--- src/rtl/pm_wake_pkg.sv ---
package pm_wake_pkg;
  localparam int NSRC = 5;
  localparam int SRC_SLEEP = 0;
  localparam int SRC_ALARM = 1;
  localparam int SRC_POWER = 2;
  localparam int SRC_GEN   = 3;
  localparam int SRC_TMR   = 4;
  localparam int GWAKE_BIT = NSRC;

  typedef logic [NSRC-1:0] src_vec_t;

  // sources allowed to request a wakeup
  localparam src_vec_t WAKE_CAPABLE = 5'b01111;
  // sources that latch status even when disabled
  localparam src_vec_t LATCH_ALWAYS = 5'b10111;
endpackage

--- src/rtl/pm_edge_detect.sv ---
module pm_edge_detect #(
  parameter int W = 5
) (
  input  logic         clk,
  input  logic         rst_n,
  input  logic [W-1:0] lvl_i,
  output logic [W-1:0] rise_o
);
  logic [W-1:0] prev_q;

  for (genvar g = 0; g < W; g++) begin : g_edge
    always_ff @(posedge clk or negedge rst_n) begin
      if (!rst_n) prev_q[g] <= 1'b0;
      else        prev_q[g] <= lvl_i[g];
    end
    assign rise_o[g] = lvl_i[g] & ~prev_q[g];
  end
endmodule

--- src/rtl/pm_status_bank.sv ---
module pm_status_bank #(
  parameter int W = 6
) (
  input  logic         clk,
  input  logic         rst_n,
  input  logic [W-1:0] set_i,
  input  logic [W-1:0] clr_i,
  output logic [W-1:0] st_o
);
  logic [W-1:0] st_q;
  logic [W-1:0] st_d;
  logic [W-1:0] st_en;

  for (genvar g = 0; g < W; g++) begin : g_bit
    always_comb begin
      st_en[g] = set_i[g] | clr_i[g];
      // set has priority over clear
      st_d[g]  = set_i[g];
    end
    always_ff @(posedge clk or negedge rst_n) begin
      if (!rst_n)      st_q[g] <= 1'b0;
      else if (st_en[g]) st_q[g] <= st_d[g];
    end
  end

  assign st_o = st_q;
endmodule

--- src/rtl/pm_sci_combine.sv ---
module pm_sci_combine
  import pm_wake_pkg::*;
(
  input  src_vec_t st_i,
  input  src_vec_t en_i,
  input  src_vec_t rise_i,
  output logic     sci_o,
  output logic     wake_hit_o,
  output src_vec_t set_o
);
  always_comb begin
    sci_o      = |(st_i & en_i);
    wake_hit_o = |(rise_i & en_i & WAKE_CAPABLE);
    set_o      = rise_i & (LATCH_ALWAYS | en_i);
  end
endmodule

--- src/rtl/pm_wake_sci.sv ---
module pm_wake_sci
  import pm_wake_pkg::*;
#(
  parameter int DATA_W = 8,
  parameter int ADDR_W = 2
) (
  input  logic              clk,
  input  logic              rst_n,
  input  logic              ev_sleep_btn_i,
  input  logic              ev_rtc_alarm_i,
  input  logic              ev_power_btn_i,
  input  logic              ev_gen_wake_i,
  input  logic              ev_tmr_ovf_i,
  input  logic              bus_we_i,
  input  logic [ADDR_W-1:0] bus_addr_i,
  input  logic [DATA_W-1:0] bus_wdata_i,
  output logic [DATA_W-1:0] bus_rdata_o,
  output logic              sci_o,
  output logic              wake_pulse_o
);
  localparam int SW = NSRC + 1;
  localparam logic [ADDR_W-1:0] ADDR_STAT = ADDR_W'(0);
  localparam logic [ADDR_W-1:0] ADDR_EN   = ADDR_W'(1);

  // reset synchronizer: async assert, sync release
  logic [1:0] rst_pipe_q;
  logic       rst_sync_n;
  always_ff @(posedge clk or negedge rst_n) begin
    if (!rst_n) rst_pipe_q <= 2'b00;
    else        rst_pipe_q <= {rst_pipe_q[0], 1'b1};
  end
  assign rst_sync_n = rst_pipe_q[1];

  src_vec_t ev_vec;
  assign ev_vec = {ev_tmr_ovf_i, ev_gen_wake_i, ev_power_btn_i,
                   ev_rtc_alarm_i, ev_sleep_btn_i};

  src_vec_t rise;
  pm_edge_detect #(.W(NSRC)) u_edge (
    .clk(clk), .rst_n(rst_sync_n), .lvl_i(ev_vec), .rise_o(rise)
  );

  // enable register
  src_vec_t en_q;
  src_vec_t en_d;
  logic     en_we;
  always_comb begin
    en_we = bus_we_i && (bus_addr_i == ADDR_EN);
    en_d  = bus_wdata_i[NSRC-1:0];
  end
  always_ff @(posedge clk or negedge rst_sync_n) begin
    if (!rst_sync_n) en_q <= '0;
    else if (en_we)  en_q <= en_d;
  end

  src_vec_t st_src;
  src_vec_t src_set;
  logic     wake_hit;
  logic     sci_int;
  pm_sci_combine u_comb (
    .st_i(st_src), .en_i(en_q), .rise_i(rise),
    .sci_o(sci_int), .wake_hit_o(wake_hit), .set_o(src_set)
  );

  // status bank: source bits plus global wake flag
  logic [SW-1:0] stat_set;
  logic [SW-1:0] clr_vec;
  logic [SW-1:0] stat_q;
  always_comb begin
    stat_set = {wake_hit, src_set};
    clr_vec  = (bus_we_i && (bus_addr_i == ADDR_STAT)) ? bus_wdata_i[SW-1:0] : '0;
  end
  pm_status_bank #(.W(SW)) u_stat (
    .clk(clk), .rst_n(rst_sync_n), .set_i(stat_set), .clr_i(clr_vec), .st_o(stat_q)
  );
  assign st_src = stat_q[NSRC-1:0];

  logic gwake_q;
  assign gwake_q = stat_q[GWAKE_BIT];

  // wake pulse register
  logic wake_q;
  always_ff @(posedge clk or negedge rst_sync_n) begin
    if (!rst_sync_n) wake_q <= 1'b0;
    else             wake_q <= wake_hit;
  end

  // read mux
  always_comb begin
    bus_rdata_o = '0;
    if (bus_addr_i == ADDR_STAT)    bus_rdata_o[SW-1:0]   = stat_q;
    else if (bus_addr_i == ADDR_EN) bus_rdata_o[NSRC-1:0] = en_q;
  end

  logic unused_wdata;
  assign unused_wdata = ^bus_wdata_i[DATA_W-1:SW];

  assign sci_o        = sci_int;
  assign wake_pulse_o = wake_q;
endmodule

--- config.mk ---
export PLATFORM = sky130hd
export DESIGN_NAME = pm_wake_sci
export DESIGN_NICKNAME = d
export VERILOG_FILES = /design/src/rtl/pm_wake_pkg.sv /design/src/rtl/pm_edge_detect.sv /design/src/rtl/pm_status_bank.sv /design/src/rtl/pm_sci_combine.sv /design/src/rtl/pm_wake_sci.sv
export SDC_FILE = /design/constraint.sdc
export NUM_CORES = 1
export LEC_CHECK = 0
export BUFFER_PORTS_ARGS = -buffer_cell sky130_fd_sc_hd__buf_2
export CAP_MARGIN = 20
export CORE_ASPECT_RATIO = 1.2
export CORE_UTILIZATION = 35
export DETAILED_ROUTE_END_ITERATION = 8
export PLACE_DENSITY_LB_ADDON = 0.2
export SYNTH_ARGS = -nofsm -noshare
export SYNTH_HDL_FRONTEND = slang
export SYNTH_SLANG_ARGS = --single-unit
--- constraint.sdc ---
create_clock -name clk -period 1.95 [get_ports clk]
set_clock_uncertainty 0.2 [all_clocks]
set_input_delay 0.585 -clock clk [delete_from_list [all_inputs] [get_ports clk]]
set_output_delay 0.585 -clock clk [all_outputs]
set_load 0.02 [all_outputs]
; ---- Word-level counts from Yosys, hierarchy flattened
; Cells that the tools add are included.
; Widths: inputs -> output; s select.
[op_classes]
mux = 4
eq_ne = 1
n_bitwise = 19
reduce_logical = 5
[ops]
columns = op, n
row1 = $and 5x5->5, 2
row2 = $mux 5, 2
row3 = $mux 6, 1
row4 = $or 1x1->1, 6
row5 = $and 1x1->1, 5
row6 = $not 1->1, 5
row7 = $reduce_or 5->1, 1
row8 = $and 4x4->4, 1
row9 = $reduce_or 4->1, 1
row10 = $eq 2x1->1 const B, 1
row11 = $logic_and 1x1->1, 2
row12 = $logic_not 2->1, 1
row13 = $mux 1, 1
[totals]
input_bits = 18
register_bits = 19

; ---- Longest topological paths before layout
; Gate-level depths: netlist of run 1.
[logic_depth]
word_depth = 5
mapped_depth = 4
mapped_depth_nobuf = 3

; ---- Cells and area by module
; From an unflattened synthesis of run 1, not the netlist that was laid out.
[hier_totals]
hier_cells = 76
area_unflattened_um2 = 949.7
[modules_own_cells]
columns = module, n_inst, cells_each, area_each_um2, seq_area_each_um2
row1 = pm_wake_sci, 1, 38, 462.9, 200.2
row2 = pm_status_bank, 1, 18, 217.7, 150.1
row3 = pm_edge_detect, 1, 10, 193.9, 125.1
row4 = pm_sci_combine, 1, 10, 75.1, 0.0

; ---- Worst setup path after synthesis of run 1
; No wires, ideal clock.
[synth_timing]
path_kind = input-to-output
from = in bus_addr_i[0]
to = out bus_rdata_o[5]
arrival_ns = 1.244
slack_ns = -0.079
stages = 2
path_cell_list = buf_6 -> nor3b_1
[synth_between]
elab_chain_len = 2
[synth_lines]
columns = item, line_no
row1 = "start, declared", pm_wake_sci.sv:15  ; input logic [ADDR_W-1:0] bus_addr_i,
row2 = $logic_not 2->1, pm_wake_sci.sv:91  ; if (bus_addr_i == ADDR_STAT) bus_rdata_o[SW-1:0] = stat_q;
row3 = $mux 1, pm_wake_sci.sv:91
row4 = "end, declared", pm_wake_sci.sv:17  ; output logic [DATA_W-1:0] bus_rdata_o,
; Every way passes these cells.

; ---- Final worst setup path of run 1
[layout_timing]
from = reg en_q[3]
to = out sci_o
[layout_between]
elab_chain_len = 2
[layout_lines]
columns = item, line_no
row1 = "start, declared", pm_wake_sci.sv:44  ; src_vec_t en_q;
row2 = "start signal, assigned", pm_wake_sci.sv:53  ; else if (en_we) en_q <= en_d;
row3 = $and 5x5->5, pm_sci_combine.sv:12  ; sci_o = |(st_i & en_i);
row4 = $reduce_or 5->1, pm_sci_combine.sv:12
row5 = "end, declared", pm_wake_sci.sv:18  ; output logic sci_o,
; Every way passes these cells.

==> flow_summary.json, run 1 <==
{
  "status": "finished, violations left",
  "violations": "negative setup slack",
  "crit_type": "reg -> out",
  "drtPass1Iterations": 4,
  "hpwl_mm": 1.18,
  "p_total_uw": 854,
  "start_util_pct": 36.8,
  "drc": 0,
  "setup_viol": 1,
  "grt_use_total_pct": 14.4,
  "area_growth_pct": 23.0,
  "final_nets": 113,
  "drive_above_1_share_pct": 39.4,
  "cts_max_level": 1,
  "crit_path_start_kind": "flip-flop",
  "fmax_mhz": 472,
  "max-slew-margin-rel_pct": 55.0,
  "routabilityCongestion": 0.634,
  "wire_per_inst_microns": 12.7,
  "period_needed_ns": 2.12,
  "reg2reg_depth": 4,
  "arrival_ns": 1.33,
  "netlist_area_sq_um": 840,
  "rr_startpoint": "en_q[3]",
  "hold_viol": 0,
  "vias_per_cell": 4.66,
  "end_kind": "output pin",
  "ys_seq_area_share_pct": 56.6,
  "ant_nets": 0,
  "antenna_found_initial": 0,
  "routed_wl_mm": 1.59,
  "timing.rr.end": "u_stat.st_o[5]",
  "syn_avg_cell_area_sq_um": 12.5,
  "fp.coreArea_sq_um": 2280,
  "fp.dieH_microns": 55.7,
  "fin_ws_ns": -0.168,
  "route.vias.total": 583,
  "io_pins": 28,
  "p_leak_uw": 0.000514,
  "numPortBuffers": 23,
  "grt_setup_unrepaired": "true",
  "cts_sinks": 19,
  "finalNonFillerCells": 125,
  "critical_path.max_fanout": 2,
  "synth_cell_types": 19,
  "p_per_area_nw_per_um2": 827,
  "rrSetupSlack_ns": 0.72,
  "worstMarginPinSlew_ns": 0.675,
  "die_w_microns": 46.7,
  "grt_pass1_vias": 604,
  "cts_tree": "yes",
  "num_rows": 19,
  "synth_seq_cells": 19,
  "clkTransAtPathRegs_ns": 0.11,
  "grt_pass1_wl_mm": 2.62,
  "setup_tns_ns": -0.168,
  "utilization_pct": 45.2,
  "crit_required_ns": 1.16,
  "placed_cells": 119,
  "hold_path.class": "reg -> async",
  "grt_max_degree": 18,
  "clk_path_buf_depth": 2,
  "postSynthCellCount": 67,
  "post-route-period-util_pct": 109,
  "cts_root_buf": "clkbuf_4",
  "ir_drop_uv": 430,
  "die-area_sq_um": 2600,
  "grt_overflow": 0,
  "clock_latency_ns": 0.29,
  "antennaDiodeCount": 0,
  "drt_iter0_markers": 14,
  "synth_warnings": 0,
  "fillerInstances": 236,
  "numCtsBuffers": 3,
  "maxCapViolations": 0,
  "finalMaxSlewViolations": 0
}
[sequential cells by signal, indices dropped and copies added (netlist names)]
name / flops
en_q: 5
rst_pipe_q: 2
u_edge.prev_q: 5
u_stat.st_o: 6
wake_pulse_o: 1
[cells by family after synthesis]
kind of cell	share of synthesized area [%]
AO/OA/AOI/OAI	8.35
other	0.895
multiplexers	12.7
buffers and inverters	6.26
flip-flops	56.6
AND/OR/NAND/NOR	15.2
[cells in the final DEF (no fill, tap or decap), drive strengths merged]
cell,Yosys,routed
buf,4,25
dfrtp,19,19
nand2,7,7
mux2i,5,5
nor2,5,5
mux2,5,5
nand3b,5,5
inv,4,4
a22o,4,4
conb,2,3
clkbuf,0,3
nor3b,2,2
a222oi,1,1
a22oi,1,1
nand4,1,1
a21o,1,1
a21bo,1,1
clkinv,0,1
dlygate4sd3,0,1
[worst max-delay path by stage]
stage / start / endpoint / slack, ns / cells after the start
after floorplan: bus_addr_i[0] / bus_rdata_o[1] / 0.05 / 3
after global placement: bus_addr_i[0] / bus_rdata_o[0] / -0.05 / 4
after detailed placement: bus_addr_i[0] / bus_rdata_o[4] / -0.06 / 4
after CTS: en_q[3] / sci_o / -0.20 / 3
after global routing: u_stat.st_o[3] / sci_o / -0.29 / 3
final: en_q[3] / sci_o / -0.17 / 3
[cells in the mapped netlist]
cell | number | share of area (%)
a21bo_1 | 1 | 1.2
a21o_1 | 1 | 0.89
a222oi_1 | 1 | 1.2
a22o_1 | 4 | 4.2
a22oi_1 | 1 | 0.89
buf_4 | 2 | 1.8
buf_6 | 2 | 2.7
conb_1 | 2 | 0.89
dfrtp_1 | 19 | 57
inv_1 | 4 | 1.8
mux2_2 | 5 | 6.7
mux2i_1 | 5 | 6.0
nand2_1 | 7 | 3.1
nand3b_1 | 4 | 3.6
nand3b_4 | 1 | 2.4
nand4_1 | 1 | 0.75
nor2_1 | 5 | 2.2
nor3b_1 | 1 | 0.89
nor3b_4 | 1 | 2.2
[report_power, final]
part	internal (uW)	switching (uW)
combinational	90.9	89.2
sequential	440	38.7
clock	76.2	119
total	607	247
[through the flow]
step	setup slack, ns	hold slack (ns)	instance area, sq um
final	-0.168	0.0868	1030
after global routing	-0.285	0.158	1030
after CTS	-0.200	0.115	1020
after detailed placement	-0.0647	0.110	972
after global placement	-0.0498	0.104	972
after floorplan	0.0513	0.0132	848
[worst max-delay path, cell delays in order (launching register included)]
cell and delay, ns:
dfrtp_1 0.40, a222oi_1 0.38, nand2_1 0.10, buf_2 0.17
[final cells by class]
cell class                 count  area [sq um]  area share [%]
clock buffer                   3          22.5            2.18
clock inverter                 1          5.00           0.485
inverter                       4          15.0            1.45
multi-input combinational     41           320            31.0
sequential                    19           475            46.1
tap                           31          38.8            3.76
timing repair buffer          26           155            15.0
[what timing repair did]
item,CTS,global route
gates resized for setup,1,4
hold buffers,1,0
pin swaps,1,0
endpoints found under the hold margin,2,0
endpoints found under the setup margin,6,7
setup buffers,1,0
[per-layer routing]
metal	track usage (%)	up-vias	wire length (microns)
li1	-	280	-
met1	18.1	286	719
met2	23.8	15	801
met3	1.95	2	54
met4	6.12	0	14
met5	0	-	0
No activity file was read; power rests on OpenSTA's default activity.
==> run 2: changes to the inputs <==
GPL_ROUTABILITY_DRIVEN = 0   (was unset)
SYNTH_HIERARCHICAL = 1   (was unset)
==> run 2 against run 1 <==
Against the previous run:
- the flow still finishes with violations (negative setup slack)
- power increased by 5.4%
- sequential share of layout area decreased by 4.3 points
- clock power increased by 5%
- fmax increased by 2.1%
- critical path type unchanged
- largest power group unchanged
- highest routed layer unchanged
==> flow_summary.json, run 2 <==
{
  "fmax_mhz": 482,
  "num_rows": 20,
  "post-route-period-util_pct": 106,
  "hold_viol": 0,
  "largest_register_ffs": 6,
  "synth_warnings": 6,
  "path_buf_inv": 1,
  "cts_max_level": 1,
  "postSynthCellCount": 76,
  "grt_setup_unrepaired": "true",
  "routed.top_layer": "met4",
  "layout_commonest_cell": "buf_2",
  "grt_pass1_wl_mm": 2.90,
  "synth_area_leaders": "dfrtp_1 50%, mux2_4 7.9%, nor2b_4 7.2%",
  "netlist_area_sq_um": 950,
  "die-area_sq_um": 2930,
  "fillerInstances": 268,
  "status": "finished, violations left",
  "synth_cell_types": 19,
  "p_comb_share_pct": 24.0,
  "period_needed_ns": 2.07,
  "synth_top_flop_cell": "dfrtp_1",
  "critical_path.max_fanout": 2,
  "area_growth_pct": 20.0,
  "design_area_sq_um": 1140,
  "ant_nets": 0,
  "rrSetupSlack_ns": 0.51,
  "cpLargestDelayFamily": "flip-flops",
  "grt_use_total_pct": 13.8,
  "arrival_ns": 1.29,
  "clkTransAtPathRegs_ns": 0.12,
  "wl_met2_microns": 888,
  "p_sw_share_pct": 29.2,
  "grt_pass1_vias": 647,
  "finalMaxSlewViolations": 0,
  "maxCapViolations": 0,
  "clk_path_buf_depth": 2,
  "numPortBuffers": 23,
  "layout_common_cells": "22 x buf_2, 19 x dfrtp_1, 7 x and2_1",
  "async_flop_share_pct": 100,
  "ys_seq_area_share_pct": 50.1,
  "io_pins": 28,
  "wl_met3_microns": 71,
  "synth.most_common_cell": "dfrtp_1",
  "wire_per_inst_microns": 12.8,
  "crit_path_start_kind": "flip-flop",
  "cts_sinks": 19,
  "final_nets": 122,
  "drive_above_1_share_pct": 44.7,
  "synth_top_area_share_pct": 50.1,
  "drt_iter0_markers": 14,
  "setup_viol": 2,
  "end_kind": "output pin",
  "hold_path.class": "reg -> async",
  "layout.area.seq_sq_um": 475,
  "ir_drop_uv": 406,
  "crit_slowest_cell": "dfrtp_1",
  "dpl_cell_area_sq_um": 1070,
  "drc": 0,
  "worstMarginPinSlew_ns": 0.687,
  "clockPowerShare_pct": 22.7,
  "synth_edf_count": 0,
  "synth_largest_area_cell": "dfrtp_1",
  "antennaDiodeCount": 0,
  "fin_ws_ns": -0.123,
  "pre_cts_ws_ns": -0.0520,
  "syn_avg_cell_area_sq_um": 12.5,
  "route.vias.total": 602,
  "start_util_pct": 37.2,
  "fp.dieH_microns": 59.1,
  "violations": "negative setup slack",
  "seq_power_share_pct": 53.2,
  "cts_root_buf": "clkbuf_4",
  "numCtsBuffers": 3,
  "antenna_found_initial": 0,
  "fp.coreArea_sq_um": 2550,
  "switchingPower_uw": 263,
  "crit_chain": "a222oi_1 -> nand2_1 -> buf_2",
  "multiInputGateArea_sq_um": 397,
  "drtPass1Iterations": 4,
  "die_w_microns": 49.6,
  "max_stage_delay_ns": 0.40,
  "routed_wl_mm": 1.74,
  "synth_seq_cells": 19,
  "grt_max_degree": 18,
  "vias_per_cell": 4.43,
  "grt_overflow": 0,
  "wl_met1_microns": 762,
  "synthTopCellsByCount": "19 x dfrtp_1, 7 x and2_1, 7 x buf_4",
  "p_leak_uw": 0.000582,
  "utilization_pct": 44.7,
  "crit_type": "reg -> out",
  "p_per_area_nw_per_um2": 790,
  "hpwl_mm": 1.26,
  "p_int_uw": 638,
  "max-slew-margin-rel_pct": 54.2,
  "clock_latency_ns": 0.30,
  "crit_required_ns": 1.16,
  "cts_tree": "yes"
}
## run 2: per-stage QoR
| step | total power [uW] | setup TNS, ns | hold slack [ns] | instances |
|---|---|---|---|---|
| final | 901 | -0.130 | 0.0941 | 136 |
| after global routing | 948 | -0.334 | 0.178 | 136 |
| after CTS | 904 | -0.164 | 0.129 | 135 |
| after detailed placement | 682 | -0.217 | 0.127 | 127 |
| after global placement | 677 | -0.207 | 0.110 | 127 |
| after floorplan | 628 | 0 | 0.0132 | 77 |
## run 2: power groups by stage
| stage | clock [uW] | sequential [uW] | combinational (uW) |
|---|---|---|---|
| 2_1_floorplan | 0 | 486 | 142 |
| 5_1_grt | 224 | 488 | 236 |
| 3_3_place_gp | 0 | 492 | 186 |
| 4_1_cts | 211 | 482 | 212 |
| 6_report | 205 | 479 | 217 |
| 3_5_place_dp | 0 | 493 | 189 |
## run 2: worst paths after layout
kind,cells after the start,end,from
worst max-delay path,3,sci_o,en_q[3]
worst min-delay path,0,en_q[0],rst_pipe_q[1]
worst max register to register,4,u_stat/st_o[5],en_q[3]
worst min register to register,0,en_q[0],rst_pipe_q[1]
max in group asynchronous,0,u_stat/st_o[0],rst_pipe_q[1]
min in group clk,0,rst_pipe_q[1],rst_pipe_q[0]
## run 2: cells by family (layout without fill, tap and decap cells)
| kind of cell | after synthesis | in the layout | synth area share [%] |
|---|---|---|---|
| flops | 19 | 19 | 50.1 |
| other cells | 2 | 3 | 0.791 |
| simple gates | 21 | 21 | 18.4 |
| mux | 10 | 10 | 13.2 |
| buf+inv | 14 | 40 | 9.09 |
| compound gates | 10 | 10 | 8.43 |
## run 2: worst reg2reg max path, cell delays in order (launching register included)
cell	delay, ns
dfrtp_1	0.40
buf_4	0.14
and2_1	0.17
a211o_1	0.29
a21o_1	0.16
## run 2: layout make-up
| type | instances | share of cell area, % |
|---|---|---|
| sequential | 19 | 41.7 |
| clock buffer | 3 | 1.98 |
| clock inverter | 1 | 0.439 |
| inverter | 6 | 1.98 |
| timing repair buffer | 30 | 15.5 |
| tap | 33 | 3.62 |
| multi-input combinational | 44 | 34.8 |
## run 2: per-layer routing
| metal | GRT usage, % | vias up |
|---|---|---|
| met5 | 0 | - |
| met4 | 8.57 | 0 |
| met3 | 2.05 | 2 |
| met2 | 23.0 | 15 |
| met1 | 16.9 | 294 |
| li1 | - | 291 |
## run 2: timing repair
| item | in CTS | in global routing |
|---|---|---|
| endpoints found under the hold margin | 2 | 0 |
| pin swaps | 0 | 2 |
| gates resized for setup | 1 | 1 |
| hold buffers | 1 | 0 |
| gates cloned | 0 | 0 |
| setup buffers | 3 | 1 |
| endpoints found under the setup margin | 6 | 6 |
==> run 3: changes to the inputs <==
CAP_MARGIN = 25   (was 20)
CORE_UTILIZATION = 30   (was 35)
==> run 3 against run 2 <==
Against the previous run:
- non-clock buffer count fell by 2
- via count rose by 2.3%
- utilization fell by 7.3 points
- count of clock-buffer cells in the layout rose by 1
- highest routed layer unchanged
- hold slack improved by 0.0023 ns
- the run still ends with negative setup slack left
- largest cell class unchanged
- sequential power barely moved
==> flow_summary.json, run 3 (same netlist as run 2, synthesis figures left out) <==
{
  "status": "finished, violations left",
  "violations": "negative setup slack",
  "ir_drop_uv": 351,
  "timing.rr.end": "u_stat/st_o[5]",
  "ant_nets": 0,
  "whs_ns": 0.0964,
  "clockPowerShare_pct": 22.3,
  "grt_pass1_vias": 622,
  "p_per_area_nw_per_um2": 785,
  "io_pins": 28,
  "seq_power_share_pct": 54.3,
  "crit_required_ns": 1.16,
  "vias_per_cell": 4.50,
  "switchingPower_uw": 251,
  "hpwl_mm": 1.23,
  "period_needed_ns": 2.05,
  "final_nets": 120,
  "drive_above_1_share_pct": 42.6,
  "drc": 0,
  "antenna_found_initial": 0,
  "placed_cells": 130,
  "start_util_pct": 31.4,
  "numCtsBuffers": 3,
  "p_leak_uw": 0.000571,
  "worstMarginPinSlew_ns": 0.707,
  "setup_tns_ns": -0.108,
  "layout_common_cells": "21 x buf_2, 19 x dfrtp_1, 7 x and2_1",
  "cts_tree": "yes",
  "p_sw_share_pct": 28.3,
  "drt_iter0_markers": 12,
  "numPortBuffers": 23,
  "grt_pass1_wl_mm": 2.80,
  "crit_path_start_kind": "flip-flop",
  "p_comb_share_pct": 23.4,
  "hold_viol": 0,
  "end_kind": "output pin",
  "drtPass1Iterations": 4,
  "clkTransAtPathRegs_ns": 0.10,
  "rrSetupSlack_ns": 0.49,
  "area_growth_pct": 19.0,
  "utilization_pct": 37.3,
  "die_w_microns": 53.4,
  "grt_overflow": 0,
  "setup_viol": 2,
  "route.vias.total": 616,
  "post-route-period-util_pct": 105,
  "critical_path.max_fanout": 2,
  "hold_path.class": "reg -> async",
  "wire_per_inst_microns": 12.4,
  "grt_setup_unrepaired": "true",
  "crit_type": "reg -> out",
  "max-slew-margin-rel_pct": 52.9,
  "rr_startpoint": "en_q[3]",
  "grt_max_degree": 18,
  "routed_wl_mm": 1.69,
  "grt_use_total_pct": 11.6,
  "cts_max_level": 1,
  "cts_sinks": 19,
  "die-area_sq_um": 3400,
  "antennaDiodeCount": 0,
  "layout_commonest_cell": "buf_2",
  "finalMaxSlewViolations": 0,
  "clk_path_buf_depth": 2,
  "cts_root_buf": "clkbuf_4",
  "reg2reg_depth": 4,
  "arrival_ns": 1.27,
  "largest_register_ffs": 6,
  "fmax_mhz": 487,
  "finalNonFillerCells": 137,
  "fp.coreArea_sq_um": 3030,
  "p_int_uw": 636,
  "fp.dieH_microns": 63.6,
  "num_rows": 22,
  "maxCapViolations": 0,
  "clock_latency_ns": 0.29,
  "fin_ws_ns": -0.102
}
run 3: changes by cell type in the layout (fill, tap and decap cells not counted):
cell	before	now
buf_4	6	5
clkinv_2	1	0
clkbuf_1	0	1
buf_2	22	21
run 3: stage by stage:
stage               setup WS (ns)  total power (uW)  area [sq um]
floorplan                  0.0141               628           958
global placement          -0.0609               678          1070
detailed placement        -0.0800               683          1070
CTS                        -0.129               904          1130
global route               -0.168               944          1130
finish                     -0.102               887          1130
run 3: how the worst max path moves through the flow:
stage                        start             end
floorplan            bus_addr_i[0]  bus_rdata_o[1]
global placement     bus_addr_i[0]  bus_rdata_o[2]
finish              u_stat/st_o[3]           sci_o
detailed placement   bus_addr_i[0]  bus_rdata_o[4]
global route               en_q[3]           sci_o
CTS                 u_stat/st_o[3]           sci_o
run 3: power groups by stage:
stage | sequential, uW | clock [uW] | combinational, uW
after detailed placement | 494 | 0 | 189
after global placement | 491 | 0 | 187
after floorplan | 486 | 0 | 142
final | 482 | 198 | 208
after global routing | 489 | 228 | 227
after CTS | 483 | 211 | 210
run 3: area by class of cell:
class | instances | area, sq um
Clock buffer | 4 | 26.3
Fill cell | 313 | 1900
Inverter | 6 | 22.5
Multi-Input combinational cell | 44 | 397
Sequential cell | 19 | 475
Tap cell | 36 | 45.0
Timing Repair Buffer | 28 | 164
run 3: metal layers:
| layer | vias to the layer above | routed length, microns | part of all wire, % | track usage [%] |
|---|---|---|---|---|
| met5 | - | 0 | 0 | 0 |
| met2 | 16 | 822 | 49 | 18.1 |
| met1 | 304 | 756 | 45 | 14.6 |
| li1 | 292 | - | - | - |
| met3 | 4 | 77 | 4.5 | 1.69 |
| met4 | 0 | 36 | 2.1 | 6.91 |
run 3: worst max-delay path, cell delays in order, from the launching register on:
cell	delay, ns
dfrtp_1	0.40
a222oi_1	0.32
nand2_1	0.09
buf_2	0.17
run 3: what timing repair did:
item                                    CTS  global route
hold buffers                              1             0
buffers inserted                          2             0
resized for setup                         2             1
pin swaps                                 0             1
hold endpoints to repair                  2             0
endpoints found under the setup margin    6             3
